## config.mk

```make
export PLATFORM = sky130hd
export DESIGN_NAME = ldseq_top
export DESIGN_NICKNAME = d
export VERILOG_FILES = /design/src/rtl/ldseq_pkg.sv /design/src/rtl/ldseq_wb_map.sv /design/src/rtl/ldseq_tcount.sv /design/src/rtl/ldseq_ctrl.sv /design/src/rtl/ldseq_top.sv
export SDC_FILE = /design/constraint.sdc
export NUM_CORES = 1
export LEC_CHECK = 0
export ABC_AREA = 1
export BUFFER_PORTS_ARGS = -buffer_cell sky130_fd_sc_hd__buf_4
export CAP_MARGIN = 15
export CORE_MARGIN = 2
export CORE_UTILIZATION = 50
export CTS_BUF_LIST = sky130_fd_sc_hd__clkbuf_8
export DETAILED_ROUTE_END_ITERATION = 10
export PLACE_DENSITY_LB_ADDON = 0.12
export SLEW_MARGIN = 20
export SYNTH_ARGS = -nofsm -noshare
export SYNTH_HDL_FRONTEND = slang
export SYNTH_SLANG_ARGS = --single-unit
export TNS_END_PERCENT = 5
```

## constraint.sdc

```tcl
create_clock -name clk -period 2.4 [get_ports clk]
set_input_delay 0.36 -clock clk [delete_from_list [all_inputs] [get_ports clk]]
set_output_delay 0.36 -clock clk [all_outputs]
set_load 0.01 [all_outputs]
```

## src/rtl/ldseq_pkg.sv

```systemverilog
package ldseq_pkg;

    typedef enum logic [2:0] {
        ST_IDLE   = 3'd0,
        ST_OP_LO  = 3'd1,
        ST_OP_HI  = 3'd2,
        ST_DAT_LO = 3'd3,
        ST_DAT_HI = 3'd4
    } ldseq_state_e;

    typedef enum logic [1:0] {
        PART_SINGLE = 2'd0,
        PART_LO     = 2'd1,
        PART_HI     = 2'd2
    } ldseq_part_e;

    localparam logic [2:0] KIND_IMM8   = 3'd0;
    localparam logic [2:0] KIND_IMM16  = 3'd1;
    localparam logic [2:0] KIND_IND_BC = 3'd2;
    localparam logic [2:0] KIND_ABS16  = 3'd3;
    localparam logic [2:0] KIND_STA    = 3'd4;

    localparam logic [2:0] REG_ACC     = 3'd7;

endpackage

```

## src/rtl/ldseq_wb_map.sv

```systemverilog
module ldseq_wb_map
    import ldseq_pkg::*;
#(
    parameter int SELW = 3,
    parameter int IDXW = 4
) (
    input  logic [SELW-1:0] sel_i,
    input  ldseq_part_e     part_i,
    output logic [IDXW-1:0] idx_o
);
    localparam logic [IDXW-1:0] SP_HI_IDX = IDXW'(8);
    localparam logic [IDXW-1:0] SP_LO_IDX = IDXW'(9);

    logic [1:0] pair;
    logic       is_sp;

    assign pair  = sel_i[1:0];
    assign is_sp = (pair == 2'd3);

    always_comb begin
        unique case (part_i)
            PART_LO:  idx_o = is_sp ? SP_LO_IDX : IDXW'({pair, 1'b1});
            PART_HI:  idx_o = is_sp ? SP_HI_IDX : IDXW'({pair, 1'b0});
            default:  idx_o = IDXW'(sel_i);
        endcase
    end
endmodule

```

## src/rtl/ldseq_tcount.sv

```systemverilog
module ldseq_tcount #(
    parameter int TW   = 32,
    parameter int STEP = 3
) (
    input  logic          clk,
    input  logic          rst_n,
    input  logic          access_i,
    output logic [TW-1:0] count_o
);
    localparam logic [TW-1:0] STEP_V = TW'(STEP);

    logic [TW-1:0] count_d, count_q;

    always_comb begin
        count_d = count_q;
        if (access_i) count_d = count_q + STEP_V;
    end

    always_ff @(posedge clk) begin
        if (!rst_n) count_q <= '0;
        else        count_q <= count_d;
    end

    assign count_o = count_q;

    assert_step_R7: assert property (@(posedge clk) disable iff (!rst_n)
        access_i |=> (count_q == $past(count_q) + STEP_V));
    assert_hold_R7: assert property (@(posedge clk) disable iff (!rst_n)
        !access_i |=> $stable(count_q));
endmodule

```

## src/rtl/ldseq_ctrl.sv

```systemverilog
module ldseq_ctrl
    import ldseq_pkg::*;
#(
    parameter int DW   = 8,
    parameter int SELW = 3
) (
    input  logic            clk,
    input  logic            rst_n,
    input  logic            start_i,
    input  logic [2:0]      kind_i,
    input  logic [SELW-1:0] sel_i,
    input  logic [2*DW-1:0] bc_i,
    input  logic [DW-1:0]   acc_i,
    input  logic [DW-1:0]   mem_rdata_i,
    output logic [2*DW-1:0] mem_addr_o,
    output logic            mem_rd_o,
    output logic            mem_wr_o,
    output logic [DW-1:0]   mem_wdata_o,
    output logic            wb_en_o,
    output ldseq_part_e     wb_part_o,
    output logic [SELW-1:0] wb_sel_o,
    output logic [DW-1:0]   wb_data_o,
    output logic [2*DW-1:0] pc_o,
    output logic [2*DW-1:0] wz_o,
    output logic            busy_o,
    output logic            done_o
);
    localparam int AW = 2 * DW;
    localparam logic [AW-1:0] ONE_W = AW'(1);
    localparam logic [DW-1:0] ONE_B = DW'(1);

    typedef struct packed {
        ldseq_state_e    st;
        logic [2:0]      kind;
        logic [SELW-1:0] sel;
        logic [AW-1:0]   addr;
        logic [DW-1:0]   acc;
        logic [AW-1:0]   pc;
        logic [AW-1:0]   wz;
        logic            done;
    } ctrl_s;

    ctrl_s q, d;
    logic  kind_ok;

    assign kind_ok = (kind_i <= KIND_STA);

    always_comb begin
        d           = q;
        d.done      = 1'b0;
        mem_addr_o  = q.pc;
        mem_rd_o    = 1'b0;
        mem_wr_o    = 1'b0;
        mem_wdata_o = '0;
        wb_en_o     = 1'b0;
        wb_part_o   = PART_SINGLE;

        unique case (q.st)
            ST_IDLE: begin
                if (start_i && kind_ok) begin
                    d.kind = kind_i;
                    d.sel  = sel_i;
                    d.acc  = acc_i;
                    if (kind_i == KIND_IND_BC) begin
                        d.addr = bc_i;
                        d.sel  = SELW'(REG_ACC);
                        d.st   = ST_DAT_LO;
                    end else begin
                        d.st   = ST_OP_LO;
                    end
                end
            end

            ST_OP_LO: begin
                mem_addr_o = q.pc;
                mem_rd_o   = 1'b1;
                d.pc       = q.pc + ONE_W;
                if (q.kind == KIND_IMM8) begin
                    wb_en_o   = 1'b1;
                    wb_part_o = PART_SINGLE;
                    d.st      = ST_IDLE;
                    d.done    = 1'b1;
                end else if (q.kind == KIND_IMM16) begin
                    wb_en_o   = 1'b1;
                    wb_part_o = PART_LO;
                    d.st      = ST_OP_HI;
                end else begin
                    d.addr[DW-1:0] = mem_rdata_i;
                    d.st           = ST_OP_HI;
                end
            end

            ST_OP_HI: begin
                mem_addr_o = q.pc;
                mem_rd_o   = 1'b1;
                d.pc       = q.pc + ONE_W;
                if (q.kind == KIND_IMM16) begin
                    wb_en_o   = 1'b1;
                    wb_part_o = PART_HI;
                    d.st      = ST_IDLE;
                    d.done    = 1'b1;
                end else begin
                    d.addr[AW-1:DW] = mem_rdata_i;
                    d.st            = ST_DAT_LO;
                end
            end

            ST_DAT_LO: begin
                mem_addr_o = q.addr;
                if (q.kind == KIND_STA) begin
                    mem_wr_o    = 1'b1;
                    mem_wdata_o = q.acc;
                    d.wz        = {q.acc, q.addr[DW-1:0] + ONE_B};
                    d.st        = ST_IDLE;
                    d.done      = 1'b1;
                end else if (q.kind == KIND_IND_BC) begin
                    mem_rd_o  = 1'b1;
                    wb_en_o   = 1'b1;
                    wb_part_o = PART_SINGLE;
                    d.wz      = q.addr + ONE_W;
                    d.st      = ST_IDLE;
                    d.done    = 1'b1;
                end else begin
                    mem_rd_o  = 1'b1;
                    wb_en_o   = 1'b1;
                    wb_part_o = PART_LO;
                    d.st      = ST_DAT_HI;
                end
            end

            ST_DAT_HI: begin
                mem_addr_o = q.addr + ONE_W;
                mem_rd_o   = 1'b1;
                wb_en_o    = 1'b1;
                wb_part_o  = PART_HI;
                d.wz       = q.addr + ONE_W;
                d.st       = ST_IDLE;
                d.done     = 1'b1;
            end

            default: begin
                d.st = ST_IDLE;
            end
        endcase
    end

    always_ff @(posedge clk) begin
        if (!rst_n) begin
            q.st   <= ST_IDLE;
            q.kind <= '0;
            q.sel  <= '0;
            q.addr <= '0;
            q.acc  <= '0;
            q.pc   <= '0;
            q.wz   <= '0;
            q.done <= 1'b0;
        end else begin
            q <= d;
        end
    end

    assign wb_sel_o  = q.sel;
    assign wb_data_o = mem_rdata_i;
    assign pc_o      = q.pc;
    assign wz_o      = q.wz;
    assign busy_o    = (q.st != ST_IDLE);
    assign done_o    = q.done;

    assert_strobe_excl_R10: assert property (@(posedge clk) disable iff (!rst_n)
        !(mem_rd_o && mem_wr_o));
    assert_idle_quiet_R10: assert property (@(posedge clk) disable iff (!rst_n)
        !busy_o |-> !(mem_rd_o || mem_wr_o));
    assert_done_pulse_R8: assert property (@(posedge clk) disable iff (!rst_n)
        done_o |=> !done_o);
    assert_busy_ignore_R9: assert property (@(posedge clk) disable iff (!rst_n)
        (busy_o && start_i) |=> $stable(q.kind) && $stable(q.acc));
    assert_bad_kind_R9: assert property (@(posedge clk) disable iff (!rst_n)
        (!busy_o && start_i && !kind_ok) |=> !busy_o);
    assert_pc_step_R2: assert property (@(posedge clk) disable iff (!rst_n)
        !$stable(q.pc) |-> (q.pc == $past(q.pc) + ONE_W));
endmodule

```

## src/rtl/ldseq_top.sv

```systemverilog
module ldseq_top
    import ldseq_pkg::*;
#(
    parameter int DW   = 8,
    parameter int TW   = 32,
    parameter int STEP = 3
) (
    input  logic            clk,
    input  logic            rst_n,
    input  logic            start_i,
    input  logic [2:0]      kind_i,
    input  logic [2:0]      sel_i,
    input  logic [2*DW-1:0] bc_i,
    input  logic [DW-1:0]   acc_i,
    output logic [2*DW-1:0] mem_addr_o,
    output logic            mem_rd_o,
    output logic            mem_wr_o,
    output logic [DW-1:0]   mem_wdata_o,
    input  logic [DW-1:0]   mem_rdata_i,
    output logic            wb_en_o,
    output logic [3:0]      wb_idx_o,
    output logic [DW-1:0]   wb_data_o,
    output logic [2*DW-1:0] pc_o,
    output logic [2*DW-1:0] wz_o,
    output logic [TW-1:0]   tstates_o,
    output logic            busy_o,
    output logic            done_o
);
    localparam int SELW = 3;
    localparam int IDXW = 4;

    ldseq_part_e     part;
    logic [SELW-1:0] wsel;

    ldseq_ctrl #(.DW(DW), .SELW(SELW)) u_ctrl (
        .clk         (clk),
        .rst_n       (rst_n),
        .start_i     (start_i),
        .kind_i      (kind_i),
        .sel_i       (sel_i),
        .bc_i        (bc_i),
        .acc_i       (acc_i),
        .mem_rdata_i (mem_rdata_i),
        .mem_addr_o  (mem_addr_o),
        .mem_rd_o    (mem_rd_o),
        .mem_wr_o    (mem_wr_o),
        .mem_wdata_o (mem_wdata_o),
        .wb_en_o     (wb_en_o),
        .wb_part_o   (part),
        .wb_sel_o    (wsel),
        .wb_data_o   (wb_data_o),
        .pc_o        (pc_o),
        .wz_o        (wz_o),
        .busy_o      (busy_o),
        .done_o      (done_o)
    );

    ldseq_wb_map #(.SELW(SELW), .IDXW(IDXW)) u_map (
        .sel_i  (wsel),
        .part_i (part),
        .idx_o  (wb_idx_o)
    );

    ldseq_tcount #(.TW(TW), .STEP(STEP)) u_tcount (
        .clk      (clk),
        .rst_n    (rst_n),
        .access_i (mem_rd_o || mem_wr_o),
        .count_o  (tstates_o)
    );
endmodule

```

==> results.sh <==
export IMPL_status="finished, violations left"
export IMPL_violations="negative setup slack"
export IMPL_fill_cells=1165
export IMPL_synth_seq_cells=98
export IMPL_synth_warnings=0
export IMPL_clockPowerShare_pct=29.7
export IMPL_die_width_um=114
export IMPL_gp_congestion=0.950
export IMPL_core_mm2=0.0119
export IMPL_fin_hold_ws_ns=0.219
export IMPL_r2r_start="u_ctrl.q[65]$_SDFFE_PN0P_"
export IMPL_dieHeight_um=114
export IMPL_yosysTopAreaCellShare_pct=32.7
export IMPL_period_share_pct=105
export IMPL_hold_viol=0
export IMPL_antenna_left=0
export IMPL_vias_per_cell=5.31
export IMPL_htreeDepth=3
export IMPL_start_kind="flop"
export IMPL_seq_area_mm2=0.00198
export IMPL_worst_pin_slew_ns=0.475
export IMPL_hold_buffers=0
export IMPL_pin_count=146
export IMPL_critPathSlowestCell="or3b_4"
export IMPL_synth_top_area_cell="dfxtp_1"
export IMPL_total_power_mw=3.50
export IMPL_p_switching_mw=1.14
export IMPL_async_flop_share_pct=0
export IMPL_cts_root_buffer="clkbuf_8"
export IMPL_start_util_pct=50.7
export IMPL_yosysSeqAreaShare_pct=32.7
export IMPL_crit_chain="inv_2 > nand3_2 > buf_4 > nor2_4 > nor2_4 > inv_2 > ha_4 > or3b_4 > a21oi_4 > buf_6"
export IMPL_antenna_found_initial=0
export IMPL_path_buf_inv=4
export IMPL_vdd_drop_max_mv=0.337
export IMPL_area_growth_pct=22.5
export IMPL_clock_fmax_mhz=396
export IMPL_synth_flop_cell="dfxtp_1"
export IMPL_grt_pass1_wl_mm=27.3
export IMPL_final_max_slew_viol_count=0
export IMPL_fin_skew_ns=0.0171
export IMPL_clk_pin_slew_ns=0.11
export IMPL_cts_made_buffers=9
export IMPL_hp_start="sel_i[2]"
export IMPL_multiInputGateArea_mm2=0.00338
export IMPL_intPower_mw=2.36
export IMPL_num_antenna_cells=0
export IMPL_cp_slowest_stage_delay_ns=0.40
export IMPL_finalCriticalPeriod_ns=2.52
export IMPL_drc_errors=0
export IMPL_vias=6338
export IMPL_die_area_mm2=0.0129
export IMPL_nets=1087
export IMPL_rsz0062_at_grt="yes"
export IMPL_maxCapViolations=0
export IMPL_p_seq_share_pct=51.1
export IMPL_post_route_cells_drive_above_1_share_pct=23.3
export IMPL_grt_max_degree=50
export IMPL_setup_ws_ns=-0.123
export IMPL_power_density_mw_per_mm2=476
export IMPL_gr_total_overflow=0
export IMPL_rows=40
export IMPL_drt_pass1_iterations=5
export IMPL_cts_sinks=98
export IMPL_synth_edff_count=0
export IMPL_synth_cell_type_count=41
export IMPL_grt_usage_pct=26.5
export IMPL_syn_area_mm2=0.00601
export IMPL_clockBufferDepth=2
export IMPL_cp_arrival_ns=2.16
export IMPL_synthesis_nets=974
export IMPL_share_comb_of_total_power_pct=19.3
export IMPL_reg2reg_depth=10
export IMPL_clk_latency_ns=0.39
export IMPL_rr_endpoint="u_tcount.count_o[20]$_SDFFE_PN0P_"
export IMPL_critPathMaxFanout=4
export IMPL_routed_wl_mm=17.3
export IMPL_port_buffers=145
export IMPL_drt_iter0_drc=466
export IMPL_holdPathStages=3
export IMPL_syn_avg_cell_area_um2=6.47
export IMPL_critPathTopFamily="simple AND/OR/NAND/NOR gates"
export IMPL_cp_required_ns=2.04
export IMPL_end_kind="output port"
export IMPL_wl_per_cell_um=14.5
export IMPL_hold_path_class="in2reg"
export IMPL_detailed_place_hpwl_mm=13.0
export IMPL_switching_share_pct=32.7
export IMPL_pre_cts_slack_ns=0.0203
export IMPL_cts_tree="yes"
export IMPL_hold_path_end="u_ctrl.wb_sel_o[2]$_SDFFE_PN0P_"
export IMPL_path_class="reg2out"
export IMPL_synth_area_leaders="dfxtp_1 33%, nand2_1 14%, nor2_1 8.7%, a21oi_1 6.8%, o21ai_0 5.7%"
export IMPL_reg2reg_slack_ns=0.41
export IMPL_synth_cells=928
export IMPL_setup_violations=4
export IMPL_relSlewSlack_pct=68.3
export IMPL_p_leak_nw=3.07
export IMPL_grt_pass1_vias=5592
==> cell usage after synthesis (4+ instances only) <==
cell      count
buf_4        44
inv_2         5
o21ai_0      69
a21oi_1      82
nand2_1     221
xor2_1       14
nand3_1      38
ha_1          5
nor3_1       21
buf_2         7
a31oi_1      16
clkbuf_1     15
o221ai_1     11
inv_1        80
nand3b_1     12
nor2_2        5
o211ai_1      4
nor2_1      140
nand2_2       4
dfxtp_1      98
nand4_1      10
==> area by class of cell <==
class,count,share of cell area (%)
Inverter,86,4.42
Clock inverter,7,0.799
Multi-Input combinational cell,674,46.0
Timing Repair Buffer,172,17.8
Clock buffer,9,1.68
Sequential cell,98,26.8
Tap cell,147,2.50
==> flip-flops by register name (all words and copies together), names as in the netlist <==
signal	flops
u_ctrl.wb_sel_o	3
u_ctrl.q	30
u_ctrl.done_o	1
u_ctrl.wz_o	16
u_ctrl.pc_o	16
u_tcount.count_o	32
==> repair_timing <==
| action | CTS | global route |
|---|---|---|
| pin swaps | 7 | 0 |
| buffers inserted | 7 | 0 |
| resized for setup | 30 | 9 |
| endpoints found under the setup margin | 5 | 12 |
==> placed cells by master, fill, tap and decap left out, types with 12 or more instances in the layout <==
cell type	synthesis	routed
nand2_1	221	218
o21ai_0	69	69
a31oi_1	16	16
nor2_1	140	133
buf_4	44	169
nor3_1	21	19
dfxtp_1	98	91
nand3b_1	12	12
a21oi_1	82	81
inv_1	80	74
nand3_1	38	37
xor2_1	14	14
==> worst max path at each step <==
stage | startpoint | endpoint | slack (ns) | cells past startpoint
after floorplan | u_ctrl.q[65]$_SDFFE_PN0P_ | wb_idx_o[1] | 0.02 | 9
after global placement | u_ctrl.q[63]$_SDFFE_PN0P_ | wb_idx_o[1] | 0.06 | 8
after detailed placement | u_ctrl.q[63]$_SDFFE_PN0P_ | wb_idx_o[1] | 0.02 | 8
after CTS | u_ctrl.q[64]$_SDFFE_PN0P_ | wb_idx_o[1] | -0.1 | 12
after global routing | u_ctrl.q[64]$_SDFFE_PN0P_ | wb_idx_o[1] | -0.23 | 12
final | u_ctrl.q[61]$_SDFFE_PN0P_ | wb_idx_o[1] | -0.12 | 10
==> power groups by stage <==
stage	Clock, mW	Combinational (mW)	Sequential, mW
6_report	1.04	0.674	1.79
5_1_grt	1.11	0.747	1.79
4_1_cts	1.06	0.668	1.78
3_5_place_dp	0	0.637	1.82
3_3_place_gp	0	0.630	1.82
2_1_floorplan	0	0.431	1.80
==> metal layers <==
| metal | routed length, um | GRT usage, % |
|---|---|---|
| met1 | 7740 | 35.2 |
| met2 | 8010 | 43.8 |
| met3 | 1140 | 4.09 |
| met4 | 408 | 9.59 |
| met5 | 0 | 0 |
==> cells by family (layout without fill, tap and decap cells) <==
logic type / after synthesis / count (layout) / synth area share, %
compound gates: 191 / 191 / 17.8
xor+xnor: 15 / 15 / 2.19
fa+ha+maj: 5 / 5 / 1.04
buf+inv: 156 / 274 / 13.0
flops: 98 / 98 / 32.7
mux: 1 / 1 / 0.187
simple gates: 462 / 462 / 33.1
==> per-stage QoR <==
stage	instances	setup TNS, ns	cell area, um^2	utilization (%)
finish	1193	-0.216	7360	62.1
global route	1193	-0.634	7360	62.1
CTS	1193	-0.160	7330	61.8
detailed placement	1170	0	7010	59.1
global placement	1170	0	7010	59.1
floorplan	928	0	6040	-
==> worst reg2reg max path, stage by stage (launching register included) <==
cell,delay (ns)
dfxtp_2,0.37
inv_4,0.06
buf_6,0.11
nand3_4,0.08
buf_4,0.22
nand2_4,0.17
nor2_8,0.27
inv_2,0.26
a21o_1,0.25
nand2_1,0.05
nor2_1,0.04
No activity file was read; power rests on OpenSTA's default activity.
